==> src/rtl/lvs_pkg.sv <==
package lvs_pkg;

    localparam int STAT_W = 16;

    // status bit positions per training mode (even lane / odd lane)
    localparam int RX_EVEN_BIT = 1;
    localparam int RX_ODD_BIT  = 0;
    localparam int WS_EVEN_BIT = 9;
    localparam int WS_ODD_BIT  = 8;

    typedef enum logic [1:0] {
        ST_IDLE = 2'd0,
        ST_RUN  = 2'd1,
        ST_DONE = 2'd2
    } lvs_state_e;

    typedef struct packed {
        logic wstrobe;
        logic x16;
    } lvs_cfg_t;

    // returns {odd lane, even lane} from one status word
    function automatic logic [1:0] lvs_pick(input logic ws, input logic [STAT_W-1:0] w);
        return ws ? {w[WS_ODD_BIT], w[WS_EVEN_BIT]} : {w[RX_ODD_BIT], w[RX_EVEN_BIT]};
    endfunction

endpackage

==> src/rtl/lvs_tally.sv <==
module lvs_tally #(
    parameter int SAMPLES = 3
) (
    input  logic clk,
    input  logic rst,
    input  logic clear_i,
    input  logic take_i,
    input  logic bit_i,
    output logic vote_o
);
    localparam int CNT_W = $clog2(SAMPLES + 1);

    logic [CNT_W-1:0] ones_q;
    logic [CNT_W:0]   with_cur;

    // vote includes the sample being taken this cycle
    always_comb begin
        with_cur = {1'b0, ones_q} + {{CNT_W{1'b0}}, (take_i & bit_i)};
        vote_o   = (32'(with_cur) * 2) > SAMPLES;
    end

    always_ff @(posedge clk) begin
        if (rst || clear_i) begin
            ones_q <= '0;
        end else if (take_i && bit_i) begin
            ones_q <= ones_q + 1'b1;
        end
    end

    // a tally can never exceed the number of samples per group
    p_tally_bound_r7: assert property (@(posedge clk) disable iff (rst)
        32'(ones_q) <= SAMPLES);

endmodule

==> src/rtl/lvs_ctrl.sv <==
module lvs_ctrl
    import lvs_pkg::*;
#(
    parameter int GROUPS  = 2,
    parameter int SAMPLES = 3
) (
    input  logic             clk,
    input  logic             rst,
    input  logic             start_i,
    input  lvs_cfg_t         cfg_i,
    input  logic             ack_i,
    output logic             req_o,
    output logic             first_o,
    output logic             done_o,
    output logic             idle_o,
    output logic             launch_o,
    output logic             take_o,
    output logic             close_o,
    output logic [(GROUPS > 1 ? $clog2(GROUPS) : 1)-1:0] group_o,
    output lvs_cfg_t         cfg_o
);
    localparam int GRP_W = (GROUPS > 1) ? $clog2(GROUPS) : 1;
    localparam int SMP_W = (SAMPLES > 1) ? $clog2(SAMPLES) : 1;
    localparam logic [SMP_W-1:0] SMP_LAST  = SMP_W'(SAMPLES - 1);
    localparam logic [GRP_W-1:0] GRP_LAST  = GRP_W'(GROUPS - 1);
    localparam logic [GRP_W-1:0] GRP_LASTH = GRP_W'(GROUPS / 2 - 1);

    lvs_state_e       state_q;
    logic [SMP_W-1:0] smp_q;
    logic [GRP_W-1:0] grp_q;
    logic             first_q;
    lvs_cfg_t         cfg_q;
    logic [GRP_W-1:0] grp_end;

    always_comb begin
        grp_end  = cfg_q.x16 ? GRP_LASTH : GRP_LAST;
        req_o    = (state_q == ST_RUN);
        done_o   = (state_q == ST_DONE);
        idle_o   = (state_q == ST_IDLE);
        launch_o = idle_o && start_i;
        take_o   = req_o && ack_i;
        close_o  = take_o && (smp_q == SMP_LAST);
        first_o  = req_o && first_q;
        group_o  = grp_q;
        cfg_o    = cfg_q;
    end

    always_ff @(posedge clk) begin
        if (rst) begin
            state_q <= ST_IDLE;
            smp_q   <= '0;
            grp_q   <= '0;
            first_q <= 1'b0;
            cfg_q   <= '0;
        end else begin
            case (state_q)
                ST_IDLE: if (start_i) begin
                    state_q <= ST_RUN;
                    smp_q   <= '0;
                    grp_q   <= '0;
                    first_q <= 1'b1;
                    cfg_q   <= cfg_i;
                end
                ST_RUN: if (ack_i) begin
                    first_q <= 1'b0;
                    if (smp_q == SMP_LAST) begin
                        smp_q <= '0;
                        if (grp_q == grp_end) state_q <= ST_DONE;
                        else                  grp_q   <= grp_q + 1'b1;
                    end else begin
                        smp_q <= smp_q + 1'b1;
                    end
                end
                ST_DONE: state_q <= ST_IDLE;
                default: state_q <= ST_IDLE;
            endcase
        end
    end

    // first flag only accompanies a pending request
    p_first_with_req_r4: assert property (@(posedge clk) disable iff (rst)
        first_o |-> req_o);
    // once a handshake is taken the first flag is gone
    p_first_once_r4: assert property (@(posedge clk) disable iff (rst)
        (req_o && ack_i) |=> !first_o);
    // completion is a single-cycle pulse without a request
    p_done_pulse_r10: assert property (@(posedge clk) disable iff (rst)
        done_o |=> !done_o);
    p_done_no_req_r10: assert property (@(posedge clk) disable iff (rst)
        done_o |-> !req_o);
    // half-width runs stay in the lower groups
    p_x16_range_r9: assert property (@(posedge clk) disable iff (rst)
        (req_o && cfg_q.x16) |-> (group_o <= GRP_LASTH));

endmodule

==> src/rtl/lane_vote_sampler.sv <==
module lane_vote_sampler
    import lvs_pkg::*;
#(
    parameter int GROUPS  = 2,
    parameter int SAMPLES = 3,
    parameter int GRP_W   = (GROUPS > 1) ? $clog2(GROUPS) : 1,
    parameter int LANES   = 2 * GROUPS
) (
    input  logic              clk,
    input  logic              rst,
    input  logic              start_i,
    input  logic              wstrobe_mode_i,
    input  logic              x16_i,
    output logic              req_o,
    output logic              first_o,
    input  logic              ack_i,
    output logic [GRP_W-1:0]  group_o,
    input  logic [STAT_W-1:0] status_i,
    output logic              done_o,
    output logic [LANES-1:0]  lanes_o
);
    localparam int HALF = LANES / 2;

    lvs_cfg_t   cfg_in, cfg_q;
    logic       idle, launch, take, close;
    logic [1:0] picked, votes;
    logic [LANES-1:0] res_q, res_d;

    assign cfg_in = '{wstrobe: wstrobe_mode_i, x16: x16_i};

    lvs_ctrl #(.GROUPS(GROUPS), .SAMPLES(SAMPLES)) u_ctrl (
        .clk(clk), .rst(rst), .start_i(start_i), .cfg_i(cfg_in), .ack_i(ack_i),
        .req_o(req_o), .first_o(first_o), .done_o(done_o), .idle_o(idle),
        .launch_o(launch), .take_o(take), .close_o(close),
        .group_o(group_o), .cfg_o(cfg_q)
    );

    assign picked = lvs_pick(cfg_q.wstrobe, status_i);

    for (genvar l = 0; l < 2; l++) begin : g_lane
        lvs_tally #(.SAMPLES(SAMPLES)) u_tally (
            .clk(clk), .rst(rst),
            .clear_i(launch || close),
            .take_i(take), .bit_i(picked[l]),
            .vote_o(votes[l])
        );
    end

    always_comb begin
        res_d = res_q;
        if (launch) begin
            res_d = '0;
        end else if (close) begin
            for (int g = 0; g < GROUPS; g++) begin
                if (group_o == GRP_W'(g)) res_d[2*g +: 2] = votes;
            end
        end
    end

    always_ff @(posedge clk) begin
        if (rst) res_q <= '0;
        else     res_q <= res_d;
    end

    assign lanes_o = res_q;

    // unsampled upper lanes read 0 when a half-width run completes
    p_x16_upper_zero_r9: assert property (@(posedge clk) disable iff (rst)
        (done_o && cfg_q.x16) |-> (lanes_o[LANES-1:HALF] == '0));
    // result is held while idle and not restarted
    p_hold_idle_r10: assert property (@(posedge clk) disable iff (rst)
        (idle && !start_i) |=> $stable(lanes_o));

endmodule

==> config.mk <==
export PLATFORM = sky130hd
export DESIGN_NAME = lane_vote_sampler
export DESIGN_NICKNAME = d
export VERILOG_FILES = /design/src/rtl/lvs_pkg.sv /design/src/rtl/lvs_tally.sv /design/src/rtl/lvs_ctrl.sv /design/src/rtl/lane_vote_sampler.sv
export SDC_FILE = /design/constraint.sdc
export NUM_CORES = 1
export LEC_CHECK = 0
export ABC_AREA = 1
export BUFFER_PORTS_ARGS = -buffer_cell sky130_fd_sc_hd__buf_2
export CAP_MARGIN = 0
export CORE_AREA = 2 2 47 49
export DETAILED_ROUTE_END_ITERATION = 8
export DIE_AREA = 0 0 49 51
export GPL_TIMING_DRIVEN = 1
export PLACE_DENSITY = 0.7
export RECOVER_POWER = 25
export SLEW_MARGIN = 20
export SYNTH_ARGS = -nofsm -noshare
export SYNTH_HDL_FRONTEND = slang
export SYNTH_SLANG_ARGS = --single-unit
export TNS_END_PERCENT = 1
==> constraint.sdc <==
create_clock -name clk -period 2.73 [get_ports clk]
set_clock_uncertainty 0.05 [all_clocks]
set_input_delay 0.273 -clock clk [delete_from_list [all_inputs] [get_ports clk]]
set_output_delay 0.273 -clock clk [all_outputs]
set_load 0.03 [all_outputs]
# After elaboration in Yosys (flattened, before gate mapping)
# Cells that the tools add are included.
[word_totals] register_bits=16 latch_bits=0 mem_bits_rw=0 romBits=0 input_bits=22 output_inout_bits=8 n_memories=0
[classes] n_addsub=6 n_mul=0 div_mod_pow=0 n_lt_le_gt_ge=2 n_eq_ne=9 shift=0 mux=19 n_bitwise=3 n_reduce_logical=17
[op_table] operator="$mux 2" n=8
[op_table] operator="$gt 4x2->1 const B" n=2
[op_table] operator="$pmux 2 s2" n=2
[op_table] operator="$mux 1" n=7
[op_table] operator="$add 2x1->2 const B" n=3
[op_table] operator="$add 2x1->3" n=2
[op_table] operator="$logic_and 1x1->1" n=6
[op_table] operator="$ne 2x1->1 const B" n=3
[op_table] operator="$reduce_and 2->1" n=3
[op_table] operator="$reduce_and 5->1" n=1
[op_table] operator="$eq 2x2->1 const B" n=2
[op_table] operator="$ne 2x2->1 const B" n=2
[op_table] operator="$pmux 1 s2" n=2
[op_table] operator="$reduce_and 4->1" n=1
[op_table] operator="$reduce_and 3->1" n=1
[op_table] operator="$and 1x1->1" n=2
[op_table] operator="$eq 2x1->1 const B" n=1
[op_table] operator="$logic_not 2->1" n=1
[op_table] operator="$logic_or 1x1->1" n=2
[op_table] operator="$reduce_bool 2->1" n=1
[op_table] operator="$reduce_or 2->1" n=1
[op_table] operator="$add 1x1->1 const B" n=1
[op_table] operator="$eq 1x1->1" n=1
[op_table] operator="$not 1->1" n=1

# Logic depth before layout (Yosys ltp)
# Gate-level depths: netlist (run 1).
[logic_depth] word_depth=6 depth_mapped=8 ltp_nobuf=8

# Modules after synthesis
# A second synthesis (run 1) with hierarchy kept.
[hier_totals] cells_unflattened=118 hier_area_um2=779.5
[by_module_without_submodules] module="lvs_ctrl" instances=1 cells_each=62 area_per_inst_um2=399.1 seq_area_each_um2=160.2
[by_module_without_submodules] module="lane_vote_sampler" instances=1 cells_each=32 area_per_inst_um2=200.2 seq_area_each_um2=80.1
[by_module_without_submodules] module="lvs_tally" instances=2 cells_each=12 area_per_inst_um2=90.1 seq_area_each_um2=40.0

# Worst setup path after synthesis (run 1)
# OpenSTA, ideal clock, no wires.
[synth_timing] path_kind="flip-flop to flip-flop" from="register u_ctrl.state_q[0]" to="register res_q[2] (netlist: lanes_o[2])" setup_time_ps=113 arrival_ps=1144 required_ps=2567 setup_slack_ps=1423 stages_incl_launch_ff=8 n_path_buf=0 path_cell_list="dfxtp_1 > inv_2 > nor2_4 > nand2_4 > nor2_4 > nand2_2 > nor2_1 > nor2_1"
[synth_via] elab_chain_len=5 elab_cells_between_ends=10 cone_classes="1 x add/sub; 1 x order compare; 1 x eq/ne; 1 x bitwise; 6 x reduce/logical"
[synth_lines] element="start, declared" line_no="lvs_ctrl.sv:28" rtl="lvs_state_e state_q;"
[synth_lines] element="start signal, assigned" line_no="lvs_ctrl.sv:50" rtl="state_q <= ST_IDLE;"
[synth_lines] element="start signal, assigned" line_no="lvs_ctrl.sv:58" rtl="state_q <= ST_RUN;"
[synth_lines] element="start signal, assigned" line_no="lvs_ctrl.sv:68" rtl="if (grp_q == grp_end) state_q <= ST_DONE;"
[synth_lines] element="$eq 2x1->1 *" line_no="lvs_ctrl.sv:37" rtl="req_o = (state_q == ST_RUN);"
[synth_lines] element="net req_o" line_no="lane_vote_sampler.sv:14" rtl="output logic req_o,"
[synth_lines] element="$logic_and 1x1->1 *" line_no="lvs_ctrl.sv:41" rtl="take_o = req_o && ack_i;"
[synth_lines] element="$and 1x1->1" line_no="lvs_tally.sv:18" rtl="with_cur = {1'b0, ones_q} + {{CNT_W{1'b0}}, (take_i & bit_i)};"
[synth_lines] element="$add 2x1->3" line_no="lvs_tally.sv:18"
[synth_lines] element="$gt 4x2->1" line_no="lvs_tally.sv:19" rtl="vote_o = (32'(with_cur) * 2) > SAMPLES;"
[synth_lines] element="end signal, assigned" line_no="lane_vote_sampler.sv:62" rtl="else res_q <= res_d;"
[synth_lines] element="end, declared" line_no="lane_vote_sampler.sv:27" rtl="logic [LANES-1:0] res_q, res_d;"
# Mark *: on every way through the listed nets, which the timed path passes. The rest lies on a longest branch.
# A chain may end at the register's enable or synchronous reset.

# Worst setup path in the final report (run 1)
[layout_timing] from="register u_ctrl.state_q[0]" to="output req_o"
[layout_via] elab_chain_len=1
[layout_lines] element="$eq 2x1->1" line_no="lvs_ctrl.sv:37"
[layout_lines] element="end, declared" line_no="lane_vote_sampler.sv:14"
# Every way passes these cells.

==> impl_metrics.yaml, run 1 <==
run_status:
  outcome: "completed"
die:
  coreArea_um2: 2060
  pin_count: 30
  num_rows: 17
  die_h_um: 51
  die_width_um: 49
  fp.dieArea_um2: 2500
  start_util_pct: 40.4
clock_network:
  numCtsBuffers: 3
  cts_tree: "done"
  path_clk_slew_ps: 100
  clockRootBuffer: "clkbuf_4"
  clockBufferDepth: 2
  clock_latency_ps: 290
  postCtsSetupBuffers: 0
  cts_resized: 0
  cts_sinks: 16
  htree_num_levels: 1
  postCtsHoldBufs: 0
timing:
  finalCriticalPeriod_ps: 1550
  finalHoldViolations: 0
  tns_ps: 0
  setup_viol: 0
  worstMarginPinSlew_ps: 359
  relSlewSlack_pct: 76.2
  timing.final.crit_share_pct: 56.6
  drv_slew: 0
  max_clock_freq_mhz: 647
  rsz0062_at_grt: "false"
worst_setup_path:
  cp.required_ps: 2410
  path_class: "flip-flop to output port"
  cp.arrival_ps: 1220
  start_kind: "flip-flop"
  critPathCaptureType: "output port"
  cp_max_fo: 6
power_and_ir_drop:
  swShare_pct: 28.3
  ir_worst_vdd_mv: 0.332
  seq_power_share_pct: 51.3
  pwr-share-clk_pct: 32.5
  internal-power_w: 0.000350
  power_density_nw_per_um2: 495
  power.leakage_nw: 0.469
  p_sw_w: 0.000138
  p_comb_share_pct: 16.2
global_route:
  grt_pass1_wl_mm: 2.81
  grt_max_degree: 10
  grt_pass1_vias: 727
  grt_use_total_pct: 14.2
  grt_overflow: 0
  antenna_found_initial: 0
route:
  via_per_inst: 4.58
  ant_nets: 0
  drc: 0
  routedWlPerCell_um: 9.18
  drtIter0Drc: 7
  vias: 784
  drt-total-wl_mm: 1.57
  firstDrtPassIters: 4
final_layout:
  diodes: 0
  finish.utilization_pct: 47.7
  nets: 166
  drive_above_1_share_pct: 25.2
  syn2layout_area_growth_pct: 18.2
run:
  cap_viol_max_count: 0
logic_synthesis:
  synth-seq-cells: 16
  avgSynthCellArea_um2: 6.83
  syn-cell-area_um2: 833
  yosys_warnings: 0
  syn_inst: 122
  yosysSeqAreaShare_pct: 38.4
  synth.distinct_cells: 20
  synth_fp_nets: 144
  yosys.area.top_type: "dfxtp_1"
  synth_top_area_share_pct: 38.4
  synth.area.top_cells: "dfxtp_1, nand2_1, inv_1, nor2_1, a21oi_1"
place:
  numPortBuffers: 17
  place_congestion: 0.813
  dp_hpwl_mm: 1.27
worst_hold_path:
  hold_path_class: "input pin to flip-flop"
==> power by group through the flow <==
stage                     Clock, W  Sequential (W)  Combinational (W)
after floorplan                  0        0.000258          0.0000536
after global placement           0        0.000255          0.0000769
after detailed placement         0        0.000256          0.0000789
after CTS                 0.000165        0.000250          0.0000792
after global routing      0.000177        0.000252          0.0000895
final                     0.000158        0.000250          0.0000788
==> stage by stage <==
step           hold slack [ps]  instances  total power, W  instance area [um2]  setup slack (ps)
6_report                   181        171        0.000487                  985              1180
5_1_grt                    181        171        0.000519                  985              1150
4_1_cts                    167        171        0.000494                  990              1180
3_5_place_dp               409        167        0.000335                  953              1440
3_3_place_gp               399        167        0.000332                  953              1460
2_1_floorplan              292        122        0.000311                  833              1420
==> metal layers <==
layer	GRT usage [%]	vias up	share of wire, %
li1	-	418	-
met1	15.5	350	44
met2	27.9	16	51
met3	4.39	0	5.0
met4	1.43	0	0
met5	0	-	0
==> Yosys cell counts <==
cell type / number
nand2_1: 33
dfxtp_1: 16
inv_1: 14
nor2_1: 14
a21oi_1: 10
nand3_1: 8
inv_2: 6
nand2_2: 3
nor2_4: 3
nor2_2: 2
nor3_1: 2
nor3b_2: 2
o21ai_1: 2
a21oi_4: 1
clkinv_1: 1
nand2_4: 1
o21ai_0: 1
o21ai_2: 1
o21bai_1: 1
xor2_1: 1
==> final cells by class <==
cell class | count | area (um2)
clock buffers | 4 | 36.3
fillers | 219 | 1080
inverters | 21 | 78.8
multi-input cells | 85 | 434
flip-flops and latches | 16 | 320
well taps | 28 | 35.0
repair buffers | 17 | 80.1
==> logic make-up (layout without fill, tap and decap cells) <==
logic type | count (synthesis) | count (layout) | synth area share, %
xor+xnor | 1 | 1 | 1.05
flops | 16 | 16 | 38.4
compound gates | 16 | 16 | 11.7
buf+inv | 21 | 42 | 9.46
simple gates | 68 | 68 | 39.3
==> final timing paths <==
kind / slack, ps / depth (start not counted) / end / from
worst max-delay path: 1180 / 3 / req_o / u_ctrl.state_q[0]$_SDFFE_PP0P_
worst min-delay path: 180 / 2 / u_ctrl.smp_q[1]$_SDFFE_PP0P_ / rst
worst max register to register: 1420 / 7 / lanes_o[3]$_SDFFE_PP0P_ / u_ctrl.state_q[0]$_SDFFE_PP0P_
worst min register to register: 420 / 2 / u_ctrl.first_q$_SDFFE_PP0P_ / u_ctrl.first_q$_SDFFE_PP0P_
==> cells in the final DEF (no fill, tap or decap) <==
| cell | synthesis | final |
|---|---|---|
| nand2_1 | 33 | 33 |
| dfxtp_1 | 16 | 16 |
| nor2_1 | 14 | 14 |
| inv_1 | 14 | 14 |
| buf_2 | 0 | 13 |
| a21oi_1 | 10 | 10 |
| nand3_1 | 8 | 8 |
| inv_2 | 6 | 6 |
| clkbuf_1 | 0 | 4 |
| nor2_4 | 3 | 3 |
| nand2_2 | 3 | 3 |
| clkbuf_4 | 0 | 3 |
| nor2_2 | 2 | 2 |
| nor3b_2 | 2 | 2 |
| o21ai_1 | 2 | 2 |
| nor3_1 | 2 | 2 |
| clkinv_1 | 1 | 1 |
| nand2_4 | 1 | 1 |
| a21oi_4 | 1 | 1 |
| o21ai_2 | 1 | 1 |
| xor2_1 | 1 | 1 |
| o21bai_1 | 1 | 1 |
| o21ai_0 | 1 | 1 |
| clkbuf_8 | 0 | 1 |
==> critical path, cell delays in order (launching register included) <==
cell,delay [ps]
dfxtp_1,430
inv_2,80
nor2_4,180
buf_2,240
==> sequential cells by signal, summed over array words and instances, names as in the netlist <==
name                   count
u_ctrl.smp_q               2
u_ctrl.state_q             2
g_lane.u_tally.ones_q      4
u_ctrl.group_o             1
u_ctrl.first_q             1
lanes_o                    4
u_ctrl.cfg_o               2
(Power assumes the default switching activity.)
==> run 2, diff against run 1 <==
- CORE_AREA: 2 2 47 49 -> 2 2 48 50
- DIE_AREA: 0 0 49 51 -> 0 0 50 52
- clock period: 2.73 -> 1.4 ns (I/O delays scaled with it)
==> run 2 against run 1 <==
Net effect: hold slack worse by 140 ps; combinational power rose by 100%; wire length increased by 7.3%; clock-buffer cell count unchanged; non-clock buffer count increased by 1; critical path depth rose by 1; flip-flop and latch count did not move; core utilization down 0.073 points; setup slack worse by 1100 ps; global-route usage rose by 0.68 points; sequential power up 95%; power is 97% higher; largest power group unchanged.
==> impl_metrics.yaml, run 2 (synthesis results as in run 1) <==
final_layout:
  n_fill_cell: 219
  final_cell_mix: "nand2_1, nor2_1, inv_1, dfxtp_1, buf_2"
  diodes: 0
  drive_above_1_share_pct: 27.8
  nets: 167
  final_common_cell: "nand2_1"
  final_cell_area_um2: 1000
  finish.utilization_pct: 47.7
  stdcell_count: 172
  syn2layout_area_growth_pct: 20.4
global_route:
  grt_pass1_vias: 750
  grt_overflow: 0
  grt_use_total_pct: 14.9
  grt_pass1_wl_mm: 2.90
  grt_max_degree: 10
  antenna_found_initial: 0
worst_hold_path:
  hold_path_class: "input pin to flip-flop"
clock_network:
  postCtsSetupBuffers: 0
  clockRootBuffer: "clkbuf_4"
  htree_num_levels: 1
  postCtsHoldBufs: 0
  cts_sinks: 16
  path_clk_slew_ps: 100
  numCtsBuffers: 3
  clockBufferDepth: 2
  cts_resized: 2
  clock_latency_ps: 300
  cts_tree: "done"
timing:
  drv_slew: 0
  relSlewSlack_pct: 76.1
  worstMarginPinSlew_ps: 360
  whs_ps: 41.0
  finalHoldViolations: 0
  timing.final.crit_share_pct: 95.5
  max_clock_freq_mhz: 748
  setup_viol: 0
  finalCriticalPeriod_ps: 1340
place:
  dp_hpwl_mm: 1.35
  dpl.cell_count: 168
  numPortBuffers: 17
  place_congestion: 0.795
  place_area_um2: 961
die:
  fp.dieArea_um2: 2600
  start_util_pct: 39.6
  coreArea_um2: 2110
  die_width_um: 50
  num_rows: 17
  pin_count: 30
  die_h_um: 52
worst_setup_path:
  path_cells: "inv_2 -> nor2_4 -> buf_6 -> buf_4"
  cp_slowest_stage_delay_ps: 390
  cp_max_fo: 5
  path_class: "flip-flop to output port"
  critPathCaptureType: "output port"
  worst_path_max_delay_cell: "dfxtp_4"
  cp.required_ps: 1210
  start_kind: "flip-flop"
  r2r_slack_ps: 180
  cp.arrival_ps: 1150
  cpLargestDelayFamily: "flip-flops"
  critical_path_buf_inv_count: 3
route:
  routedWlPerCell_um: 9.80
  ant_nets: 0
  drt-total-wl_mm: 1.69
  via_per_inst: 4.58
  firstDrtPassIters: 4
  drc: 0
  drtIter0Drc: 11
  vias: 788
power_and_ir_drop:
  power_density_nw_per_um2: 959
  power_w: 0.000962
  power.leakage_nw: 0.477
  ir_worst_vdd_mv: 0.614
run_status:
  outcome: "completed"
run:
  cap_viol_max_count: 0
-- run 2: changes by cell type in the layout (fill, tap and decap cells not counted) --
cell	change
buf_2	-1
buf_4	+1
buf_6	+1
clkinv_1	-1
dfxtp_1	-2
dfxtp_2	+1
dfxtp_4	+1
inv_2	+1
-- run 2: worst paths after layout --
check                                 startpoint                                  endpoint  depth (start not counted)
setup / recovery  u_ctrl.state_q[0]$_SDFFE_PP0P_                                     req_o                          4
hold / removal                               rst               u_ctrl.first_q$_SDFFE_PP0P_                          2
setup reg to reg  u_ctrl.state_q[1]$_SDFFE_PP0P_  g_lane[1].u_tally.ones_q[1]$_SDFFE_PP0P_                          7
hold reg to reg      u_ctrl.first_q$_SDFFE_PP0P_               u_ctrl.first_q$_SDFFE_PP0P_                          2
-- run 2: per-layer routing --
layer	track usage [%]	vias to the layer above	part of all wire, %
li1	-	422	-
met1	14.8	351	43
met2	28.3	13	52
met3	5.17	2	4.3
met4	5.56	0	1.0
met5	0	-	0
-- run 2: through the flow --
step           setup WS, ps  TNS [ps]
3_3_place_gp            162         0
2_1_floorplan          93.4         0
6_report               62.3         0
3_5_place_dp            121         0
4_1_cts                13.0         0
5_1_grt              -0.820    -0.820
-- run 2: layout make-up --
class / count / area [um2] / share of cell area, %
clock buffer: 4 / 36.3 / 3.62
sequential: 16 / 325 / 32.4
inverter: 21 / 78.8 / 7.86
multi-input combinational: 85 / 434 / 43.3
timing repair buffer: 18 / 93.8 / 9.35
tap: 28 / 35.0 / 3.49
-- run 2: power breakdown --
group	total [W]	switching (W)	internal (W)
logic	0.000161	0.000104	0.0000567
registers	0.000488	0.0000156	0.000473
clock network	0.000313	0.000154	0.000159
